--- src/rtl/xctl_pkg.sv ---
package xctl_pkg;
  localparam int REG_W      = 64;
  localparam int POS_NCH_HI = 15;
  localparam int POS_NCH_LO = 14;
  localparam int POS_HWAF   = 11;
  localparam int POS_COHER  = 10;
  localparam int POS_WIDE   = 5;
  localparam int POS_ATTR   = 4;
  localparam int POS_OVL_P  = 3;
  localparam int POS_OVL_U  = 2;
  localparam int POS_INDIR  = 1;
  localparam int POS_PROT   = 0;

  typedef struct packed {
    logic load;     // capture a cleaned write this edge
    logic wideSel;  // the write selects the wide descriptor format
  } xctlStrobes_t;
endpackage

--- src/rtl/xctl_ctrl.sv ---
module xctl_ctrl
  import xctl_pkg::*;
#(
  parameter bit HAS_WIDE = 1'b1
) (
  input  logic         clk,
  input  logic         rstN,
  input  logic         wrEn,
  input  logic         wideReq,
  input  logic [1:0]   curOvl,
  input  logic [1:0]   nextOvl,
  output xctlStrobes_t strb,
  output logic         overlayTouched
);
  always_comb begin
    strb.load    = wrEn;
    strb.wideSel = HAS_WIDE & wideReq;
  end

  // One-cycle marker: registered from a write that alters either overlay bit
  always_ff @(posedge clk or negedge rstN) begin
    if (!rstN) overlayTouched <= 1'b0;
    else       overlayTouched <= wrEn && (nextOvl != curOvl);
  end
endmodule

--- src/rtl/xctl_datapath.sv ---
module xctl_datapath
  import xctl_pkg::*;
#(
  parameter bit HAS_WIDE         = 1'b1,
  parameter bit HAS_HWAF         = 1'b1,
  parameter bit HAS_COHER        = 1'b1,
  parameter bit COHER_FIXED_ZERO = 1'b0,
  parameter bit HAS_ATTR         = 1'b1,
  parameter bit HAS_OVERLAY      = 1'b1,
  parameter bit HAS_INDIR        = 1'b1
) (
  input  logic             clk,
  input  logic             rstN,
  input  xctlStrobes_t     strb,
  input  logic [REG_W-1:0] wrData,
  input  logic             hypCoherPermit,
  output logic [REG_W-1:0] stored,
  output logic [1:0]       curOvl,
  output logic [1:0]       nextOvl,
  output logic             effNoContigHi,
  output logic             effNoContigLo,
  output logic             effHwAccessTbl,
  output logic             effReducedCoher,
  output logic             effWideDesc,
  output logic             effAttrIndex,
  output logic             effOverlayPriv,
  output logic             effOverlayUnpriv,
  output logic             effIndirectPerm,
  output logic             effProtAttr
);
  localparam bit COHER_RW = HAS_COHER & ~COHER_FIXED_ZERO;

  logic [REG_W-1:0] keepMask;
  logic [REG_W-1:0] forceMask;
  logic [REG_W-1:0] nextVal;

  // Keep-mask: positions copied from the write; force-mask: positions set to 1
  always_comb begin
    keepMask  = '0;
    forceMask = '0;
    keepMask[POS_NCH_HI] = HAS_WIDE;
    keepMask[POS_NCH_LO] = HAS_WIDE;
    keepMask[POS_WIDE]   = HAS_WIDE;
    keepMask[POS_HWAF]   = HAS_HWAF;
    keepMask[POS_COHER]  = COHER_RW;
    keepMask[POS_OVL_P]  = HAS_OVERLAY;
    keepMask[POS_OVL_U]  = HAS_OVERLAY;
    keepMask[POS_ATTR]   = HAS_ATTR  & ~strb.wideSel;
    keepMask[POS_INDIR]  = HAS_INDIR & ~strb.wideSel;
    keepMask[POS_PROT]   = HAS_COHER & ~strb.wideSel;
    forceMask[POS_ATTR]  = HAS_ATTR  & strb.wideSel;
    forceMask[POS_INDIR] = HAS_INDIR & strb.wideSel;
    nextVal = (wrData & keepMask) | forceMask;
  end

  always_ff @(posedge clk or negedge rstN) begin
    if (!rstN)          stored <= '0;
    else if (strb.load) stored <= nextVal;
  end

  assign curOvl  = {stored[POS_OVL_P], stored[POS_OVL_U]};
  assign nextOvl = {nextVal[POS_OVL_P], nextVal[POS_OVL_U]};

  assign effWideDesc      = stored[POS_WIDE];
  assign effNoContigHi    = stored[POS_NCH_HI] & stored[POS_WIDE];
  assign effNoContigLo    = stored[POS_NCH_LO] & stored[POS_WIDE];
  assign effHwAccessTbl   = stored[POS_HWAF];
  assign effAttrIndex     = stored[POS_ATTR];
  assign effOverlayPriv   = stored[POS_OVL_P];
  assign effOverlayUnpriv = stored[POS_OVL_U];
  assign effIndirectPerm  = stored[POS_INDIR];
  assign effProtAttr      = stored[POS_PROT];

  generate
    if (COHER_RW) begin : g_coher
      assign effReducedCoher = stored[POS_COHER] & hypCoherPermit;
    end else begin : g_no_coher
      logic unusedPermit;
      assign unusedPermit    = hypCoherPermit;
      assign effReducedCoher = 1'b0;
    end
  endgenerate
endmodule

--- src/rtl/xlat_ctl2_reg.sv ---
module xlat_ctl2_reg
  import xctl_pkg::*;
#(
  parameter bit HAS_WIDE         = 1'b1,
  parameter bit HAS_HWAF         = 1'b1,
  parameter bit HAS_COHER        = 1'b1,
  parameter bit COHER_FIXED_ZERO = 1'b0,
  parameter bit HAS_ATTR         = 1'b1,
  parameter bit HAS_OVERLAY      = 1'b1,
  parameter bit HAS_INDIR        = 1'b1
) (
  input  logic        clk,
  input  logic        rstN,
  input  logic        wrEn,
  input  logic [63:0] wrData,
  input  logic        hypCoherPermit,
  output logic [63:0] rdData,
  output logic        effNoContigHi,
  output logic        effNoContigLo,
  output logic        effHwAccessTbl,
  output logic        effReducedCoher,
  output logic        effWideDesc,
  output logic        effAttrIndex,
  output logic        effOverlayPriv,
  output logic        effOverlayUnpriv,
  output logic        effIndirectPerm,
  output logic        effProtAttr,
  output logic        overlayTouched
);
  xctlStrobes_t strb;
  logic [1:0]   curOvl;
  logic [1:0]   nextOvl;

  xctl_ctrl #(.HAS_WIDE(HAS_WIDE)) ctrl_i (
    .clk(clk), .rstN(rstN), .wrEn(wrEn), .wideReq(wrData[POS_WIDE]),
    .curOvl(curOvl), .nextOvl(nextOvl), .strb(strb),
    .overlayTouched(overlayTouched)
  );

  xctl_datapath #(
    .HAS_WIDE(HAS_WIDE), .HAS_HWAF(HAS_HWAF), .HAS_COHER(HAS_COHER),
    .COHER_FIXED_ZERO(COHER_FIXED_ZERO), .HAS_ATTR(HAS_ATTR),
    .HAS_OVERLAY(HAS_OVERLAY), .HAS_INDIR(HAS_INDIR)
  ) dp_i (
    .clk(clk), .rstN(rstN), .strb(strb), .wrData(wrData),
    .hypCoherPermit(hypCoherPermit), .stored(rdData),
    .curOvl(curOvl), .nextOvl(nextOvl),
    .effNoContigHi(effNoContigHi), .effNoContigLo(effNoContigLo),
    .effHwAccessTbl(effHwAccessTbl), .effReducedCoher(effReducedCoher),
    .effWideDesc(effWideDesc), .effAttrIndex(effAttrIndex),
    .effOverlayPriv(effOverlayPriv), .effOverlayUnpriv(effOverlayUnpriv),
    .effIndirectPerm(effIndirectPerm), .effProtAttr(effProtAttr)
  );
endmodule

--- config.mk ---
export PLATFORM = sky130hd
export DESIGN_NAME = xlat_ctl2_reg
export DESIGN_NICKNAME = d
export VERILOG_FILES = /design/src/rtl/xctl_pkg.sv /design/src/rtl/xctl_ctrl.sv /design/src/rtl/xctl_datapath.sv /design/src/rtl/xlat_ctl2_reg.sv
export SDC_FILE = /design/constraint.sdc
export NUM_CORES = 1
export LEC_CHECK = 0
export ABC_AREA = 0
export ABC_CLOCK_PERIOD_IN_PS = 1320
export BUFFER_PORTS_ARGS = -buffer_cell sky130_fd_sc_hd__buf_2
export CAP_MARGIN = 30
export CORE_UTILIZATION = 31
export CTS_CLUSTER_DIAMETER = 40
export CTS_CLUSTER_SIZE = 10
export DETAILED_ROUTE_END_ITERATION = 6
export PLACE_DENSITY = 0.95
export REMOVE_ABC_BUFFERS = 1
export SLEW_MARGIN = 0
export SYNTH_ARGS = -nofsm -noshare
export SYNTH_HDL_FRONTEND = slang
export SYNTH_SLANG_ARGS = --single-unit
--- constraint.sdc ---
create_clock -name clk -period 1.32 [get_ports clk]
set_input_delay 0.066 -clock clk [delete_from_list [all_inputs] [get_ports clk]]
set_output_delay 0.066 -clock clk [all_outputs]
set_load 0.05 [all_outputs]
# [After elaboration in Yosys (flattened, before gate mapping)]
# Cells that the tools add are included.
[word_totals] reg_bits=65 inputBits=68 out_inout_bits=75 word_cells=10
[classes] eq_ne=1 n_bitwise=6 reduce_logical=1
[ops] cell="bitwise AND 64 x 16 -> 64 bit" n=1
[ops] cell="bitwise OR 64 x 5 -> 64 bit" n=1
[ops] cell="bitwise AND 1 bit" n=3
[ops] cell="inequality test 2 bit" n=1
[ops] cell="logical AND 1 bit" n=1
[ops] cell="NOT 1 bit" n=1

# [Longest topological paths before layout]
# Gate-level depths: netlist of run 1.
[depth] word_depth=5 ltp_mapped=3 ltp_nobuf=2

# [Hierarchy]
# A second synthesis of run 1 with hierarchy kept.
[unflattened] hier_cells=102 hier_area_um2=972.2
[by_module_without_submodules] mod="xctl_datapath" instances=1 cells_each=96 area_per_inst_um2=907.1 seq_area_each_um2=250.2
[by_module_without_submodules] mod="xctl_ctrl" instances=1 cells_each=6 area_per_inst_um2=65.1 seq_area_each_um2=25.0

# [Least setup slack after synthesis of run 1]
# OpenSTA, ideal clock, no wires.
[synth_timing] path_type="register to output" start="register dp_i.stored[5]" end="output effNoContigHi" arrival_ps=1145 required_ps=1254 slack_ps=109 path_stages_with_launch=2 n_path_buf=0 path_cell_list="dfrtp_1 and2_1"
[synth_via] elab_chain_len=1
[synth_lines] element="start: declaration" line="xctl_datapath.sv:17" source="output logic [REG_W-1:0] stored,"
[synth_lines] element="start signal: assignment" line="xctl_datapath.sv:58" source="else if (strb.load) stored <= nextVal;"
[synth_lines] element="bitwise AND 1 bit" line="xctl_datapath.sv:65" source="assign effNoContigHi = stored[POS_NCH_HI] & stored[POS_WIDE];"
[synth_lines] element="end: declaration" line="xlat_ctl2_reg.sv:18" source="output logic effNoContigHi,"
# Every way passes these cells.

# [Worst setup path after layout of run 1]
[layout_timing] start="register dp_i.stored[5]" end="output effNoContigLo"
[layout_via] elab_chain_len=1
[layout_lines] element="bitwise AND 1 bit" line="xctl_datapath.sv:66" source="assign effNoContigLo = stored[POS_NCH_LO] & stored[POS_WIDE];"
[layout_lines] element="end: declaration" line="xlat_ctl2_reg.sv:19" source="output logic effNoContigLo,"
# Every way passes these cells.

==> impl_metrics.json, run 1 <==
{
  "routed_wl_um": 1302,
  "cts_buffer_depth": 2,
  "critPathLaunchType": "flop",
  "rr_endpoint": "dp_i.stored[3]$_DFFE_PN0P_",
  "fin_nets": 195,
  "worstPathRequired_ns": 1.25,
  "crit_type": "flop to primary output",
  "grt_max_degree": 15,
  "rr_startpoint": "dp_i.stored[3]$_DFFE_PN0P_",
  "initial_utilization_pct": 33.20,
  "num_vias": 529,
  "syn_area_um2": 923.4,
  "hold_viol": 0,
  "syn_to_final_growth_pct": -2.710,
  "coreArea_um2": 2781,
  "critPathCapture": "effNoContigLo",
  "grt_pass1_vias": 404,
  "crit_fanout": 5,
  "grt_pass1_wl_um": 1897,
  "layout_commonest_cell": "conb_1",
  "htreeDepth": 1,
  "drt-initial-drc-count": 2,
  "clock_skew_ns": 0.0001313,
  "r2r_cells": 1,
  "filler_cell_count": 295,
  "ir_drop_v": 0.0005628,
  "cts_tree": "done",
  "gr-total-overflow": 0,
  "clkTransAtPathRegs_ns": 0.07,
  "antenna_found_initial": 0,
  "cts_num_sinks": 11,
  "syn_inst": 96,
  "grt_setup_unrepaired": "false",
  "wl_per_cell_um": 8.293,
  "p_per_area_nw_per_um2": 1479,
  "startpoint": "dp_i.stored[5]$_DFFE_PN0P_",
  "fin_tns_setup_ns": 0,
  "status": "finished clean",
  "rows": 19,
  "arrival_ns": 1.03,
  "route.detailed.drc": 0,
  "top_level_ports": 143,
  "ys_types": 14,
  "min_path_type": "input port to flop",
  "ys_warn_count": 0,
  "post_cts_buffers": 0,
  "gp_congestion": 0.6226,
  "placed_area_um2": 862.1,
  "r2r_setup_slack_ns": 0.52,
  "crit_path_end_kind": "primary output",
  "clk_latency_ns": 0.26,
  "io_buffer_count": 34,
  "final.period_utilization_pct": 83.06,
  "fmax_ghz": 0.9121,
  "finalCriticalPeriod_ns": 1.096,
  "dieHeight_um": 56.58,
  "track_usage_pct": 8.075,
  "drive_gt1_share_pct": 34.92,
  "ys_seq_area_share_pct": 29.81,
  "slew_viol_final": 0,
  "drt-pass1-iter-count": 2,
  "cts-root-buf": "clkbuf_4",
  "post-dp-hpwl_um": 1052,
  "dieArea_um2": 3201,
  "synth-seq-cells": 11,
  "setup_violations": 0,
  "design_area_um2": 898.4,
  "diodes": 0,
  "via_per_inst": 3.369,
  "layout_common_cells": "conb_1, buf_2, dfrtp_1",
  "cts-buffers-inserted": 3,
  "drv_cap": 0,
  "hold_depth": 2,
  "die_w_um": 56.58,
  "ant_nets": 0,
  "p_leak_nw": 0.5281,
  "avgSynthCellArea_um2": 9.619
}
cell usage after synthesis:
cell | number | area (um2)
buf_4 | 61 | 457.9
dfrtp_1 | 11 | 275.3
mux2_2 | 4 | 45.04
nor2_1 | 4 | 15.01
and2_1 | 3 | 18.77
mux2_4 | 3 | 45.04
a21oi_1 | 2 | 10.01
xnor2_1 | 2 | 17.52
a21boi_1 | 1 | 7.510
buf_6 | 1 | 11.26
conb_1 | 1 | 3.750
inv_1 | 1 | 3.750
nand3b_1 | 1 | 7.510
o21ai_0 | 1 | 5.000
metrics by stage:
stage | power (mW) | std cells | setup slack [ns] | util, % | hold WS [ns]
floorplan | 0.9987 | 87 | -0.2056 | - | -0.2296
global placement | 1.099 | 152 | 0.4706 | 30.99 | -0.04830
global route | 1.392 | 157 | 0.1575 | 32.30 | 0.01703
CTS | 1.349 | 157 | 0.1971 | 32.30 | 0.02075
detailed placement | 1.106 | 152 | 0.4480 | 30.99 | -0.04264
finish | 1.329 | 157 | 0.2236 | 32.30 | 0.03346
worst min-delay path by stage:
stage | startpoint | end
floorplan | rstN | ctrl_i.overlayTouched$_DFF_PN0_
global placement | rstN | dp_i.stored[2]$_DFFE_PN0P_
detailed placement | rstN | dp_i.stored[2]$_DFFE_PN0P_
CTS | wrData[15] | dp_i.stored[15]$_DFFE_PN0P_
global route | wrData[15] | dp_i.stored[15]$_DFFE_PN0P_
finish | wrData[10] | dp_i.stored[10]$_DFFE_PN0P_
cell type report:
cell class                      instances  area (um2)  area share (%)
Clock buffer                            4       26.28           2.925
Inverter                                1       3.754          0.4178
Multi-Input combinational cell         75       374.1           41.64
Sequential cell                        11       275.3           30.64
Tap cell                               31       38.79           4.318
Timing Repair Buffer                   35       180.2           20.06
registers in the layout (all words and copies together) (netlist names):
| signal | flops |
|---|---|
| dp_i.stored | 10 |
| ctrl_i.overlayTouched | 1 |
power breakdown:
part	leakage, nW	internal (mW)	switching [mW]
registers	0.127	0.369	0.0245
clock network	0.0150	0.117	0.113
logic	0.386	0.0959	0.610
total	0.528	0.582	0.747
kinds of logic (layout without fill, tap and decap cells):
family                 count (synthesis)  count (layout)  share of synthesized area (%)
AO/OA/AOI/OAI                          4               4                          2.439
multiplexers                           7               7                          9.755
XOR/XNOR                               2               2                          1.897
flip-flops                            11              11                          29.81
buffers and inverters                 63              40                          51.22
other                                  1              54                         0.4061
AND/OR/NAND/NOR                        8               8                          4.472
metal layers:
| metal | global-route usage (%) | vias up | wire length [um] |
|---|---|---|---|
| met5 | 0 | - | 0 |
| met4 | 6.272 | 0 | 13 |
| met3 | 1.613 | 2 | 136 |
| met2 | 12.10 | 51 | 639 |
| met1 | 10.06 | 230 | 513 |
| li1 | - | 246 | - |
critical path, cell delays in order (launching register included):
cell	delay (ns)
dfrtp_1	0.38
and2_1	0.13
buf_2	0.25
what timing repair did:
| item | 4_1_cts | 5_1_grt |
|---|---|---|
| gates resized for setup | 0 | 0 |
| hold buffers | 1 | 0 |
| hold endpoints to repair | 11 | 0 |
| setup endpoints to repair | 0 | 0 |
No activity file was read; power rests on OpenSTA's default activity.
==> run 2, diff against run 1 <==
--- a/config.mk
+++ b/config.mk
@@ -6,14 +6,14 @@
 export NUM_CORES = 1
 export LEC_CHECK = 0
 export ABC_AREA = 0
-export ABC_CLOCK_PERIOD_IN_PS = 1320
+export ABC_CLOCK_PERIOD_IN_PS = 900
 export BUFFER_PORTS_ARGS = -buffer_cell sky130_fd_sc_hd__buf_2
 export CAP_MARGIN = 30
-export CORE_UTILIZATION = 31
+export CORE_UTILIZATION = 26
 export CTS_CLUSTER_DIAMETER = 40
 export CTS_CLUSTER_SIZE = 10
 export DETAILED_ROUTE_END_ITERATION = 6
-export PLACE_DENSITY = 0.95
+export PLACE_DENSITY = 0.87
 export REMOVE_ABC_BUFFERS = 1
 export SLEW_MARGIN = 0
 export SYNTH_ARGS = -nofsm -noshare
==> constraint.sdc (replaced) <==
create_clock -name clk -period 0.9 [get_ports clk]
set_input_delay 0.045 -clock clk [delete_from_list [all_inputs] [get_ports clk]]
set_output_delay 0.045 -clock clk [all_outputs]
set_load 0.05 [all_outputs]
==> run 2 against run 1 <==
Effect of this change: the flow now finishes with violations (negative setup slack); design area rose by 25%; largest cell class unchanged; sequential power rose by 52%; core utilization rose by 1.2 points.
==> impl_metrics.json, run 2 (synthesis gave the netlist of run 1 again) <==
{
  "syn_to_final_growth_pct": 21.95,
  "track_usage_pct": 7.679,
  "cts_tree": "done",
  "p_total_mw": 2.135,
  "grt_pass1_wl_um": 2049,
  "power.switching_mw": 1.122,
  "drv_cap": 0,
  "crit_path_end_kind": "primary output",
  "die_w_um": 61.60,
  "wl_per_cell_um": 8.051,
  "setup_violations": 14,
  "layout_common_cells": "conb_1, buf_6, buf_2",
  "clk_latency_ns": 0.26,
  "switching_share_pct": 52.53,
  "drt-initial-drc-count": 12,
  "seqPwrFrac_pct": 28.0,
  "p_clk_share_pct": 15.1,
  "num_vias": 555,
  "hold_depth": 2,
  "grt_max_degree": 15,
  "cts-buffers-inserted": 3,
  "fin_nets": 200,
  "ir_drop_v": 0.0006747,
  "fin_tns_setup_ns": -0.6030,
  "hold_ws_ns": 0.01748,
  "placed_area_um2": 880.8,
  "slew_viol_final": 0,
  "violations": "negative setup slack",
  "via_per_inst": 3.136,
  "io_buffer_count": 34,
  "dieArea_um2": 3794,
  "p_int_mw": 1.014,
  "reg.largest.list": "dp_i.stored: 10 flops, ctrl_i.overlayTouched: 1 flops",
  "cts-root-buf": "clkbuf_4",
  "dp_cells": 167,
  "coreArea_um2": 3363,
  "route.detailed.drc": 0,
  "rr_startpoint": "dp_i.stored[2]$_DFFE_PN0P_",
  "initial_utilization_pct": 27.46,
  "crit_fanout": 5,
  "clock_skew_ns": 0.0001752,
  "startpoint": "dp_i.stored[5]$_DFFE_PN0P_",
  "clkTransAtPathRegs_ns": 0.07,
  "hold_start": "wrData[11]",
  "p_per_area_nw_per_um2": 1896,
  "r2r_cells": 2,
  "min_path_type": "input port to flop",
  "post-dp-hpwl_um": 979.4,
  "critPathLaunchType": "flop",
  "grt_pass1_vias": 421,
  "p_leak_nw": 0.6140,
  "routed_wl_um": 1425,
  "diodes": 0,
  "drt-pass1-iter-count": 3,
  "crit_type": "flop to primary output",
  "status": "complete, but fails checks",
  "worst_slack_ns": -0.1312,
  "layout_commonest_cell": "conb_1",
  "largest_reg_flops": 10,
  "drive_gt1_share_pct": 41.98,
  "filler_cell_count": 358,
  "post-route-util_pct": 33.48,
  "layout.cells.non_filler": 177,
  "cts_buffer_depth": 2,
  "top_level_ports": 143,
  "dp_slack_ns": 0.06348,
  "dieHeight_um": 61.60,
  "largest-register": "dp_i.stored",
  "arrival_ns": 0.99,
  "design_area_um2": 1126,
  "hold_viol": 0,
  "gp_congestion": 0.6084,
  "pwr-share-comb_pct": 57.0,
  "final.period_utilization_pct": 114.6,
  "antenna_found_initial": 0,
  "worstPathRequired_ns": 0.85,
  "cts_num_sinks": 11,
  "htreeDepth": 1,
  "rows": 21,
  "ant_nets": 0,
  "fmax_ghz": 0.9697,
  "gr-total-overflow": 0,
  "finalCriticalPeriod_ns": 1.031,
  "grt_setup_unrepaired": "true"
}
run 2: path summary, 6_finish.rpt:
kind / end / slack [ns]
worst max-delay path: effNoContigHi / -0.13
worst min register to register: dp_i.stored[15]$_DFFE_PN0P_ / 0.56
max in group asynchronous: dp_i.stored[5]$_DFFE_PN0P_ / 0.49
worst min-delay path: dp_i.stored[11]$_DFFE_PN0P_ / 0.02
worst max register to register: dp_i.stored[2]$_DFFE_PN0P_ / -0.02
min in group asynchronous: dp_i.stored[3]$_DFFE_PN0P_ / 0.18
run 2: cell type report:
type	count	area [um2]	area share (%)
clock buffers	4	26.28	2.333
inverters	1	3.754	0.3333
multi-input cells	75	396.6	35.22
flip-flops and latches	11	277.8	24.67
well taps	46	57.56	5.111
repair buffers	40	364.1	32.33
run 2: worst max-delay path: stages, from the launching register on:
cell     delay [ns]
dfrtp_2        0.44
and2_4         0.15
buf_8          0.14
run 2: power by group through the flow:
| stage | combinational, mW | clock, mW | sequential [mW] |
|---|---|---|---|
| after floorplan | 0.607 | 0 | 0.858 |
| after global placement | 1.03 | 0 | 0.585 |
| after detailed placement | 1.03 | 0 | 0.587 |
| after CTS | 1.16 | 0.356 | 0.591 |
| after global routing | 1.27 | 0.373 | 0.606 |
| final | 1.22 | 0.322 | 0.597 |
run 2: routing by layer:
layer	share of wire [%]	track usage [%]
met5	0	0
met4	0.98	4.762
met3	8.2	1.471
met2	54	12.44
met1	36	9.359
run 2: timing repair:
| action | 4_1_cts | 5_1_grt |
|---|---|---|
| endpoints found under the setup margin | 21 | 22 |
| resized for setup | 39 | 14 |
| pin swaps | 1 | 3 |
| buffers inserted | 2 | 2 |
| gates cloned | 0 | 0 |
| endpoints found under the hold margin | 12 | 0 |
| hold buffers | 2 | 0 |
==> run 3, diff against run 2 <==
--- a/config.mk
+++ b/config.mk
@@ -14,6 +14,7 @@
 export CTS_CLUSTER_SIZE = 10
 export DETAILED_ROUTE_END_ITERATION = 6
 export PLACE_DENSITY = 0.87
+export RECOVER_POWER = 50
 export REMOVE_ABC_BUFFERS = 1
 export SLEW_MARGIN = 0
 export SYNTH_ARGS = -nofsm -noshare
==> run 3 against run 2 <==
Effect of this change: the run still ends with negative setup slack left; wire length stayed put; design area is 0.11% lower; sequential cell count stayed put; critical endpoint unchanged; non-clock buffer count stayed put; clock skew hardly changed; total power hardly changed; first-iteration DRC count stayed put; highest routed layer unchanged; worst setup slack stayed put.
==> impl_metrics.json, run 3 (synthesis gave the netlist of run 1 again) <==
{
  "clk_latency_ns": 0.26,
  "relSlewSlack_pct": 58.17,
  "p_leak_nw": 0.6112,
  "dp_slack_ns": 0.06348,
  "largest_reg_flops": 10,
  "largest-register": "dp_i.stored",
  "drive_gt1_share_pct": 41.22,
  "diodes": 0,
  "final.period_utilization_pct": 114.6,
  "min_path_type": "input port to flop",
  "route.met3.wl_um": 117,
  "critPathCapture": "effNoContigHi",
  "track_usage_pct": 7.679,
  "crit_chain": "and2_4 > buf_8",
  "worst_slack_ns": -0.1312,
  "layout_common_cells": "conb_1, buf_6, buf_2",
  "layout.cells.non_filler": 177,
  "initial_utilization_pct": 27.46,
  "setup_violations": 14,
  "antenna_found_initial": 0,
  "ant_nets": 0,
  "critPathLaunchType": "flop",
  "via_per_inst": 3.136,
  "slew_viol_final": 0,
  "status": "complete, but fails checks",
  "hold_viol": 0,
  "wl_per_cell_um": 8.051,
  "dieArea_um2": 3794,
  "clkTransAtPathRegs_ns": 0.07,
  "cpPeakStageDelay_ns": 0.44,
  "cp_slowest_cell": "dfrtp_2",
  "syn_to_final_growth_pct": 21.82,
  "grt_setup_unrepaired": "true",
  "htreeDepth": 1,
  "startpoint": "dp_i.stored[5]$_DFFE_PN0P_",
  "crit_path_end_kind": "primary output",
  "gp_congestion": 0.6084,
  "clock_skew_ns": 0.0001759,
  "grt_pass1_vias": 421,
  "coreArea_um2": 3363,
  "worstPathRequired_ns": 0.85,
  "finalCriticalPeriod_ns": 1.031,
  "hold_ws_ns": 0.01743,
  "routed_wl_um": 1425,
  "rows": 21,
  "cts_num_sinks": 11,
  "route.detailed.drc": 0,
  "p_per_area_nw_per_um2": 1898,
  "cts_buffer_depth": 2,
  "cts-buffers-inserted": 3,
  "dieHeight_um": 61.60,
  "drt-initial-drc-count": 12,
  "ir_drop_v": 0.0006734,
  "grt_pass1_wl_um": 2049,
  "gr-total-overflow": 0,
  "r2r_cells": 2,
  "fmax_ghz": 0.9697,
  "violations": "negative setup slack",
  "top_level_ports": 143,
  "arrival_ns": 0.99,
  "rr_endpoint": "dp_i.stored[2]$_DFFE_PN0P_",
  "drv_cap": 0,
  "worst_pin_slew_ns": 0.6274,
  "cts_tree": "done",
  "crit_fanout": 5,
  "fin_tns_setup_ns": -0.6035,
  "reg.largest.list": "dp_i.stored: 10 flops, ctrl_i.overlayTouched: 1 flops",
  "num_vias": 555,
  "die_w_um": 61.60,
  "met1_length_um": 520,
  "layout_commonest_cell": "conb_1",
  "drt-pass1-iter-count": 3,
  "top_layer": "met4",
  "fin_nets": 200,
  "io_buffer_count": 34,
  "rr_startpoint": "dp_i.stored[2]$_DFFE_PN0P_",
  "wl_met2_um": 773,
  "grt_max_degree": 15,
  "post-dp-hpwl_um": 979.4,
  "r2r_setup_slack_ns": -0.02,
  "dp_cells": 167,
  "cts-root-buf": "clkbuf_4",
  "crit_type": "flop to primary output"
}
run 3: cell type report:
cell class / instances / area [um2]
Multi-Input combinational cell: 75 / 396.6
Sequential cell: 11 / 277.8
Clock buffer: 4 / 26.28
Tap cell: 46 / 57.56
Fill cell: 359 / 2238
Timing Repair Buffer: 40 / 362.8
Inverter: 1 / 3.754
run 3: worst min path at each step:
| stage | from | endpoint | cells past startpoint |
|---|---|---|---|
| finish | wrData[11] | dp_i.stored[11]$_DFFE_PN0P_ | 2 |
| CTS | wrData[11] | dp_i.stored[11]$_DFFE_PN0P_ | 2 |
| global route | wrData[14] | dp_i.stored[14]$_DFFE_PN0P_ | 2 |
| detailed placement | rstN | dp_i.stored[2]$_DFFE_PN0P_ | 1 |
| global placement | rstN | dp_i.stored[3]$_DFFE_PN0P_ | 1 |
| floorplan | rstN | ctrl_i.overlayTouched$_DFF_PN0_ | 0 |
run 3: through the flow:
step | area, um2 | total power, mW | util [%]
floorplan | 653.1 | 1.465 | -
global placement | 880.8 | 1.611 | 26.19
detailed placement | 880.8 | 1.617 | 26.19
CTS | 1061 | 2.103 | 31.55
global route | 1125 | 2.250 | 33.44
finish | 1125 | 2.135 | 33.44
run 3: report_power, final:
group	internal, mW	switching [mW]	total [mW]
clock	0.171	0.151	0.322
sequential	0.543	0.0536	0.597
combinational	0.298	0.918	1.22
total	1.01	1.12	2.13
run 3: worst max-delay path: cells and delay by family, from the launching register on:
family,cells,cell delay (ns)
DFF,1,0.44
buffers and inverters,1,0.14
and+or+nand+nor,1,0.15
run 3: per-layer routing:
| layer | vias to the layer above | global-route usage [%] |
|---|---|---|
| li1 | 255 | - |
| met1 | 251 | 9.359 |
| met2 | 47 | 12.44 |
| met3 | 2 | 1.471 |
| met4 | 0 | 4.762 |
| met5 | - | 0 |
run 3: repair_timing:
action,in CTS,in global routing
gates resized for setup,39,14
buffers inserted,2,2
endpoints found under the hold margin,12,0
endpoints found under the setup margin,21,22
hold buffers,2,0
pin swaps,1,3
